$ cat config.mk
export PLATFORM = sky130hd
export DESIGN_NAME = plcp_frame_gen
export DESIGN_NICKNAME = d
export VERILOG_FILES = /design/src/rtl/plcp_gen_pkg.sv /design/src/rtl/plcp_gen_ctrl.sv /design/src/rtl/plcp_gen_dpath.sv /design/src/rtl/plcp_frame_gen.sv
export SDC_FILE = /design/constraint.sdc
export NUM_CORES = 1
export LEC_CHECK = 0
export ABC_AREA = 1
export BUFFER_PORTS_ARGS = -buffer_cell sky130_fd_sc_hd__buf_2
export CAP_MARGIN = 0
export CELL_PAD_IN_SITES_DETAIL_PLACEMENT = 0
export CELL_PAD_IN_SITES_GLOBAL_PLACEMENT = 1
export CORE_UTILIZATION = 35
export DETAILED_ROUTE_END_ITERATION = 10
export PLACE_DENSITY = 0.71
export SLEW_MARGIN = 15
export SYNTH_ARGS = -nofsm -noshare
export SYNTH_HDL_FRONTEND = slang
export SYNTH_SLANG_ARGS = --single-unit
$ cat constraint.sdc
create_clock -name clk -period 2.4 [get_ports clk]
set_input_delay 0.12 -clock clk [delete_from_list [all_inputs] [get_ports clk]]
set_output_delay 0.12 -clock clk [all_outputs]
set_load 0.05 [all_outputs]
$ cat src/rtl/plcp_gen_pkg.sv
package plcp_gen_pkg;
  localparam int ROWS      = 12;
  localparam int HDR_BYTES = 4;
  localparam int ROW_W     = 4;
  localparam int F1_ROW    = 6;
  localparam int B1_ROW    = 7;
  localparam int G1_ROW    = 8;
  localparam int C1_ROW    = 11;
  localparam logic [7:0] SYNC1 = 8'hF6;
  localparam logic [7:0] SYNC2 = 8'h28;

  typedef enum logic [2:0] {FLD_SYNC1, FLD_SYNC2, FLD_ROWID, FLD_OVH, FLD_CELL} field_e;

  typedef struct packed {
    field_e           field;
    logic [ROW_W-1:0] row;
    logic             emit;
    logic             cellFirst;
    logic             frameEnd;
  } ctl_t;

  function automatic logic [7:0] rowId(input logic [ROW_W-1:0] r);
    case (r)
      4'd0:    rowId = 8'h2C;
      4'd1:    rowId = 8'h29;
      4'd2:    rowId = 8'h25;
      4'd3:    rowId = 8'h20;
      4'd4:    rowId = 8'h1C;
      4'd5:    rowId = 8'h19;
      4'd6:    rowId = 8'h15;
      4'd7:    rowId = 8'h10;
      4'd8:    rowId = 8'h0D;
      4'd9:    rowId = 8'h08;
      4'd10:   rowId = 8'h04;
      default: rowId = 8'h01;
    endcase
  endfunction
endpackage

$ cat src/rtl/plcp_gen_ctrl.sv
module plcp_gen_ctrl
  import plcp_gen_pkg::*;
#(
  parameter int CELL_BYTES = 53
) (
  input  logic clk,
  input  logic rstN,
  input  logic cellValid,
  input  logic cellSoc,
  output logic cellReady,
  output ctl_t ctl
);
  localparam int ROW_BYTES = CELL_BYTES + HDR_BYTES;
  localparam int COL_W     = $clog2(ROW_BYTES);
  localparam logic [COL_W-1:0] LAST_COL  = COL_W'(ROW_BYTES - 1);
  localparam logic [COL_W-1:0] FIRST_CEL = COL_W'(HDR_BYTES);
  localparam logic [ROW_W-1:0] LAST_ROW  = ROW_W'(ROWS - 1);

  logic [COL_W-1:0] col;
  logic [ROW_W-1:0] row;
  logic inCell, firstCell, advance, lastCol;

  assign inCell    = (col >= FIRST_CEL);
  assign firstCell = (col == FIRST_CEL);
  assign lastCol   = (col == LAST_COL);
  assign advance   = !inCell || (cellValid && (!firstCell || cellSoc));
  assign cellReady = rstN && inCell;

  always_ff @(posedge clk) begin
    if (!rstN) begin
      col <= '0;
      row <= '0;
    end else if (advance) begin
      if (lastCol) begin
        col <= '0;
        row <= (row == LAST_ROW) ? '0 : row + 1'b1;
      end else begin
        col <= col + 1'b1;
      end
    end
  end

  always_comb begin
    ctl           = '0;
    ctl.row       = row;
    ctl.emit      = rstN && advance;
    ctl.cellFirst = firstCell;
    ctl.frameEnd  = rstN && advance && lastCol && (row == LAST_ROW);
    case (col)
      COL_W'(0): ctl.field = FLD_SYNC1;
      COL_W'(1): ctl.field = FLD_SYNC2;
      COL_W'(2): ctl.field = FLD_ROWID;
      COL_W'(3): ctl.field = FLD_OVH;
      default:   ctl.field = FLD_CELL;
    endcase
  end
endmodule

$ cat src/rtl/plcp_gen_dpath.sv
module plcp_gen_dpath
  import plcp_gen_pkg::*;
(
  input  logic       clk,
  input  logic       rstN,
  input  ctl_t       ctl,
  input  logic [7:0] cellData,
  input  logic [7:0] userByte,
  input  logic [7:0] statusByte,
  input  logic [7:0] cycleByte,
  input  logic       errInsert,
  output logic [7:0] outData,
  output logic       outValid,
  output logic       errPend
);
  logic [7:0] bipAcc, bipPrev, ovhByte, byteNow;
  logic       parityNow, coveredNow;

  assign parityNow  = ctl.emit && (ctl.field == FLD_OVH) && (ctl.row == ROW_W'(B1_ROW));
  assign coveredNow = ctl.emit && (ctl.field != FLD_SYNC1) && (ctl.field != FLD_SYNC2);

  always_comb begin
    case (ctl.row)
      ROW_W'(F1_ROW): ovhByte = userByte;
      ROW_W'(B1_ROW): ovhByte = bipPrev ^ {7'b0, errPend};
      ROW_W'(G1_ROW): ovhByte = {statusByte[7:3], 3'b000};
      ROW_W'(C1_ROW): ovhByte = cycleByte;
      default:        ovhByte = 8'h00;
    endcase
    case (ctl.field)
      FLD_SYNC1: byteNow = SYNC1;
      FLD_SYNC2: byteNow = SYNC2;
      FLD_ROWID: byteNow = rowId(ctl.row);
      FLD_OVH:   byteNow = ovhByte;
      default:   byteNow = cellData;
    endcase
  end

  always_ff @(posedge clk) begin
    if (!rstN) begin
      outData  <= '0;
      outValid <= 1'b0;
      bipAcc   <= '0;
      bipPrev  <= '0;
      errPend  <= 1'b0;
    end else begin
      outValid <= ctl.emit;
      if (ctl.emit) outData <= byteNow;
      if (ctl.frameEnd) begin
        bipPrev <= bipAcc ^ byteNow;
        bipAcc  <= '0;
      end else if (coveredNow) begin
        bipAcc <= bipAcc ^ byteNow;
      end
      errPend <= (errPend && !parityNow) || errInsert;
    end
  end
endmodule

$ cat src/rtl/plcp_frame_gen.sv
module plcp_frame_gen
  import plcp_gen_pkg::*;
#(
  parameter int CELL_BYTES = 53
) (
  input  logic       clk,
  input  logic       rstN,
  input  logic [7:0] cellData,
  input  logic       cellSoc,
  input  logic       cellValid,
  output logic       cellReady,
  input  logic [7:0] userByte,
  input  logic [7:0] statusByte,
  input  logic [7:0] cycleByte,
  input  logic       errInsert,
  output logic [7:0] outData,
  output logic       outValid
);
  ctl_t ctl;
  logic errPend;

  plcp_gen_ctrl #(.CELL_BYTES(CELL_BYTES)) i_ctrl (
    .clk(clk), .rstN(rstN), .cellValid(cellValid), .cellSoc(cellSoc),
    .cellReady(cellReady), .ctl(ctl)
  );

  plcp_gen_dpath i_dpath (
    .clk(clk), .rstN(rstN), .ctl(ctl), .cellData(cellData),
    .userByte(userByte), .statusByte(statusByte), .cycleByte(cycleByte),
    .errInsert(errInsert), .outData(outData), .outValid(outValid),
    .errPend(errPend)
  );
endmodule

=== After elaboration in Yosys (flattened, before gate mapping) ===
Memory sizes are Yosys's and may differ from the RTL's. A register that Yosys moved wholly into a read port is not among the register bits.
Index checks and enable logic that the tools add are counted.

* Register bits after elaboration: 36
* Bits in read-only memories: 80
* Output and inout port bits: 10
* Word-level logic and storage cells: 55
* Memories kept: 1

{| class="wikitable"
|+ Memory list
! memory !! depth !! width !! read ports !! clocked after Yosys merged registers in !! write ports !! RTL line !! source
|-
| (name not given) || 16 || 5 || 1 || 1 || 0 || plcp_gen_pkg.sv:23 || <nowiki>case (r)</nowiki>
|}

* Add/sub/neg operators: 2
* Order comparisons: 1
* Eq/ne operators: 13
* Mux-type cells: 7
* Bitwise logic cells: 3
* Reduce and logical (&&, ||, !) cells: 21

{| class="wikitable"
|+ Operators by type and width
! cell !! count
|-
| one-hot mux 8 bit (4 select lines) || 2
|-
| equality test 6 x 2 -> 1 bit (second input constant) || 2
|-
| 2-to-1 mux 4 bit || 3
|-
| one-hot mux 3 bit (4 select lines) || 1
|-
| logical AND 1 bit || 10
|-
| equality test 4 x 3 -> 1 bit (second input constant) || 2
|-
| equality test 4 bit (second input constant) || 2
|-
| bitwise XOR 8 x 1 -> 8 bit || 1
|-
| bitwise XOR 8 bit || 1
|-
| adder 6 x 1 -> 6 bit (second input constant) || 1
|-
| equality test 3 x 2 -> 1 bit (second input constant) || 2
|-
| equality test 6 x 1 -> 1 bit (second input constant) || 1
|-
| equality test 6 x 3 -> 1 bit (second input constant) || 1
|-
| equality test 6 bit (second input constant) || 1
|-
| >= comparator 6 x 3 -> 1 bit (second input constant) || 1
|-
| zero test 6 bit || 1
|-
| 2-to-1 mux 6 bit || 1
|-
| adder 4 x 1 -> 4 bit (second input constant) || 1
|-
| equality test 3 x 1 -> 1 bit (second input constant) || 1
|-
| zero test 1 bit || 3
|-
| zero test 3 bit || 1
|-
| logical OR 1 bit || 3
|-
| inequality test 3 x 1 -> 1 bit (second input constant) || 1
|-
| nonzero test 3 bit || 1
|-
| other kinds (3) || 3
|}

=== Longest topological paths before layout ===
* Depth after elaboration: 11
* Mapped depth: 16
* Mapped depth without buffers: 16

=== Hierarchy ===
A second synthesis with hierarchy kept.

* Cells, all modules: 379
* Area, all modules: 2396.0 sq um

{| class="wikitable"
|+ By module, submodules not included
! module !! instances !! cells each !! area each (sq um) !! sequential area each (sq um)
|-
| plcp_gen_dpath || 1 || 267 || 1662.8 || 520.5
|-
| plcp_gen_ctrl || 1 || 112 || 733.2 || 200.2
|}

=== Worst setup path after synthesis ===
OpenSTA, ideal clock, no wires.

* Kind: flip-flop to flip-flop
* Start: register i_ctrl.col[0]
* End: register with a tool-made name
* Setup time: 0.120 ns
* Data arrival time: 2.003 ns
* Required time: 2.280 ns
* Slack: 0.276 ns
* Cell stages (with the launch flop): 17
* Path buffers: 0
* Cell sequence: dfxtp_1 inv_1 ha_1 inv_1 nor2_1 nand4_1 nand2_2 nand2_4 nand2_2 inv_1 nand3_1 a21oi_2 inv_2 ha_1 inv_1 nand4_1 nand3_1

{| class="wikitable"
|+ RTL lines
! what !! RTL line !! source
|-
| from (decl) || plcp_gen_ctrl.sv:19 || <nowiki>logic [COL_W-1:0] col;</nowiki>
|-
| from (signal assigned) || plcp_gen_ctrl.sv:38 || <nowiki>col <= col + 1'b1;</nowiki>
|}

==> metrics.cfg <==
[worst_setup_path]
crit_type = reg2reg
crit_path_top_delay_cell = dfxtp_2
ff2ff_path_depth = 16
crit_family = simple AND/OR/NAND/NOR gates
end_kind = flop
max_stage_delay_ps = 360
cp.depth = 16
crit_fanout = 6
startpoint_type = flop
path_common_cell = inv_1
worst-path-buf-inv = 5
required_ps = 2640
crit_chain = inv_1 -> ha_1 -> inv_2 -> nor2_1 -> nand4_1 -> nand2_2 -> nand2_4 -> nand2_2 -> inv_1 -> nor2_1 -> nor2_2 -> inv_1 -> ha_1 -> inv_1 -> nand4_1 -> nand3_1
crit_arrival_ps = 2430
r2r_slack_ps = 210

[floorplan]
num_rows = 30
coreArea_um2 = 6790
pin_count = 47
die_y_um = 85.7
die-area_um2 = 7350
initial_core_util_pct = 36.1
dieWidth_um = 85.7

[global_routing]
grt_pass1_vias = 2169
gr-total-overflow = 0
antenna_found_initial = 0
grt_usage_pct = 18.7
grt_max_degree = 17
grt_pass1_wl_mm = 10.7

[sta]
worst_slew_pin_slew_ps = 418
finalSetupViolCount = 0
setup-tns-final_ps = 0
fin_crit_ps = 2190
fmax_ghz = 0.457
fin_crit_sh_pct = 91.2
grt_setup_unrepaired = false
drv_slew = 0
fin_skew_ps = 6.97
finalHoldViolations = 0
hold-worst-slack_ps = 58.9
max_slew_margin_pct = 72.0

[detailed_routing]
post_drt_wl_per_cell_um = 12.5
viasPerCell = 4.71
vias = 2409
drt_iter0_drc = 102
finalWirelength_mm = 6.39
postRouteAntennaNets = 0
drc = 0
first_pass_iters = 4

[clock_tree]
clk_pin_slew_ps = 80
cts_resized = 0
numCtsBuffers = 5
cts_buffer_depth = 2
post-cts-setup-buffer-count = 0
cts_sinks = 41
holdBufCountCts = 0
cts-root-buf = clkbuf_8
cts_tree = done
htree_levels = 2
clock_latency_ps = 300

[synth]
ys_seq_elements = 41
synthTopCellsByArea = dfxtp_1, nand2_1, nand3_1, nand4_1, inv_1
syn_nets = 413
syn_inst = 367
seq_area_frac_synth_pct = 33.5
synth_top_area_share_pct = 33.5
ys_warn_count = 0
syn-cell-area_um2 = 2450
synth_cell_types = 29
avgSynthCellArea_um2 = 6.68
yosys.area.top_type = dfxtp_1

[power_and_ir_drop]
ir_drop_v = 0.000202
power_mw = 1.79
power.density_nw_per_um2 = 622
power_leakage_nw = 1.43

[cells_and_area]
multi_input_area_um2 = 1370
antennaDiodeCount = 0
drive_gt1_share_pct = 19.0
fin_cells = 511
regArea_um2 = 822
area_growth_pct = 17.2
final_nets = 460
fill_cells = 739

[placed_design]
dp_hpwl_mm = 5.07
port_buffers = 43
gp_congestion = 0.778
dp.cells = 503

[min_path]
holdPathStages = 3
hp-class = in2reg

[outcome]
status = completed

[flow_run]
cap_violations = 0

==> report_power, final <==
group          internal (mW)  switching, mW  total (mW)
combinational          0.166          0.397       0.563
clock                  0.207          0.244       0.451
sequential             0.741         0.0328       0.774
==> placed cells by master (no fill, tap or decap), types with 5 or more instances in the layout <==
master    count
a21oi_1      16
nand4_1      32
inv_2         6
nand2_1      99
ha_1          9
nand3_1      42
buf_4         7
o21ai_0      16
nor2_1       15
clkbuf_8      5
buf_2        43
dfxtp_1      40
inv_1        51
==> synth_stat cells <==
master    number
nand2_2        3
a21oi_2        2
nor2_2         3
o21ai_0       16
nand4_1       32
nor3_1         3
nand2_1       99
nand2_4        1
o21ai_1        2
ha_1           9
o211ai_4       1
dfxtp_1       41
nand3b_1       1
clkbuf_1       5
nand3_1       42
xor2_1         2
nor2_4         3
buf_4          1
nor3b_1        1
nor2_1        15
buf_2          3
nand3_2        3
inv_1         52
nor4_4         1
a211oi_1       1
inv_2          5
clkbuf_2       1
o21bai_1       3
a21oi_1       16
==> cells by family after synthesis <==
kind of cell	share of synthesized area, %
adder cells (fa/ha/maj)	4.59
buffers and inverters	10.6
XOR/XNOR	0.714
AO/OA/AOI/OAI	9.75
flip-flops	33.5
AND/OR/NAND/NOR	40.9
==> worst register-to-register path, stage by stage (launching register included) <==
cell and delay, ps:
dfxtp_2 360, inv_1 90, ha_1 230, inv_2 110
nor2_1 50, nand4_1 70, nand2_2 110, nand2_4 80
nand2_2 90, inv_1 90, nor2_1 60, nor2_2 170
inv_1 60, ha_1 310, inv_1 60, nand4_1 90
nand3_1 90
==> path summary, 6_finish.rpt <==
check / endpoint / startpoint
min: i_dpath.errPend$_SDFF_PN0_ / errInsert
max: flop / i_ctrl.col[0]$_SDFFE_PN0N_
max reg2reg: flop / i_ctrl.col[0]$_SDFFE_PN0N_
min reg2reg: i_dpath.bipPrev[7]$_SDFFE_PN0P_ / i_dpath.bipPrev[7]$_SDFFE_PN0P_
==> per-stage QoR <==
stage	cell area (um2)	utilization [%]	setup slack (ps)
finish	2880	42.3	211
global route	2880	42.3	21.7
CTS	2870	42.3	97.0
detailed placement	2790	41.1	106
floorplan	2450	-	276
global placement	2790	41.1	161
==> per-layer routing <==
layer,vias up,GRT usage (%),routed length (um)
met5,-,0,0
met4,0,5.00,73
met3,6,2.98,318
met2,62,30.0,2730
met1,1039,26.0,3270
li1,1302,-,-
==> area by class of cell <==
class	count	share of cell area, %
clock buffer	8	2.79
timing repair buffer	50	9.31
tap	96	4.18
inverter	57	7.44
multi-input combinational	259	47.7
sequential	41	28.6
Power figures use the tool's default switching activity.
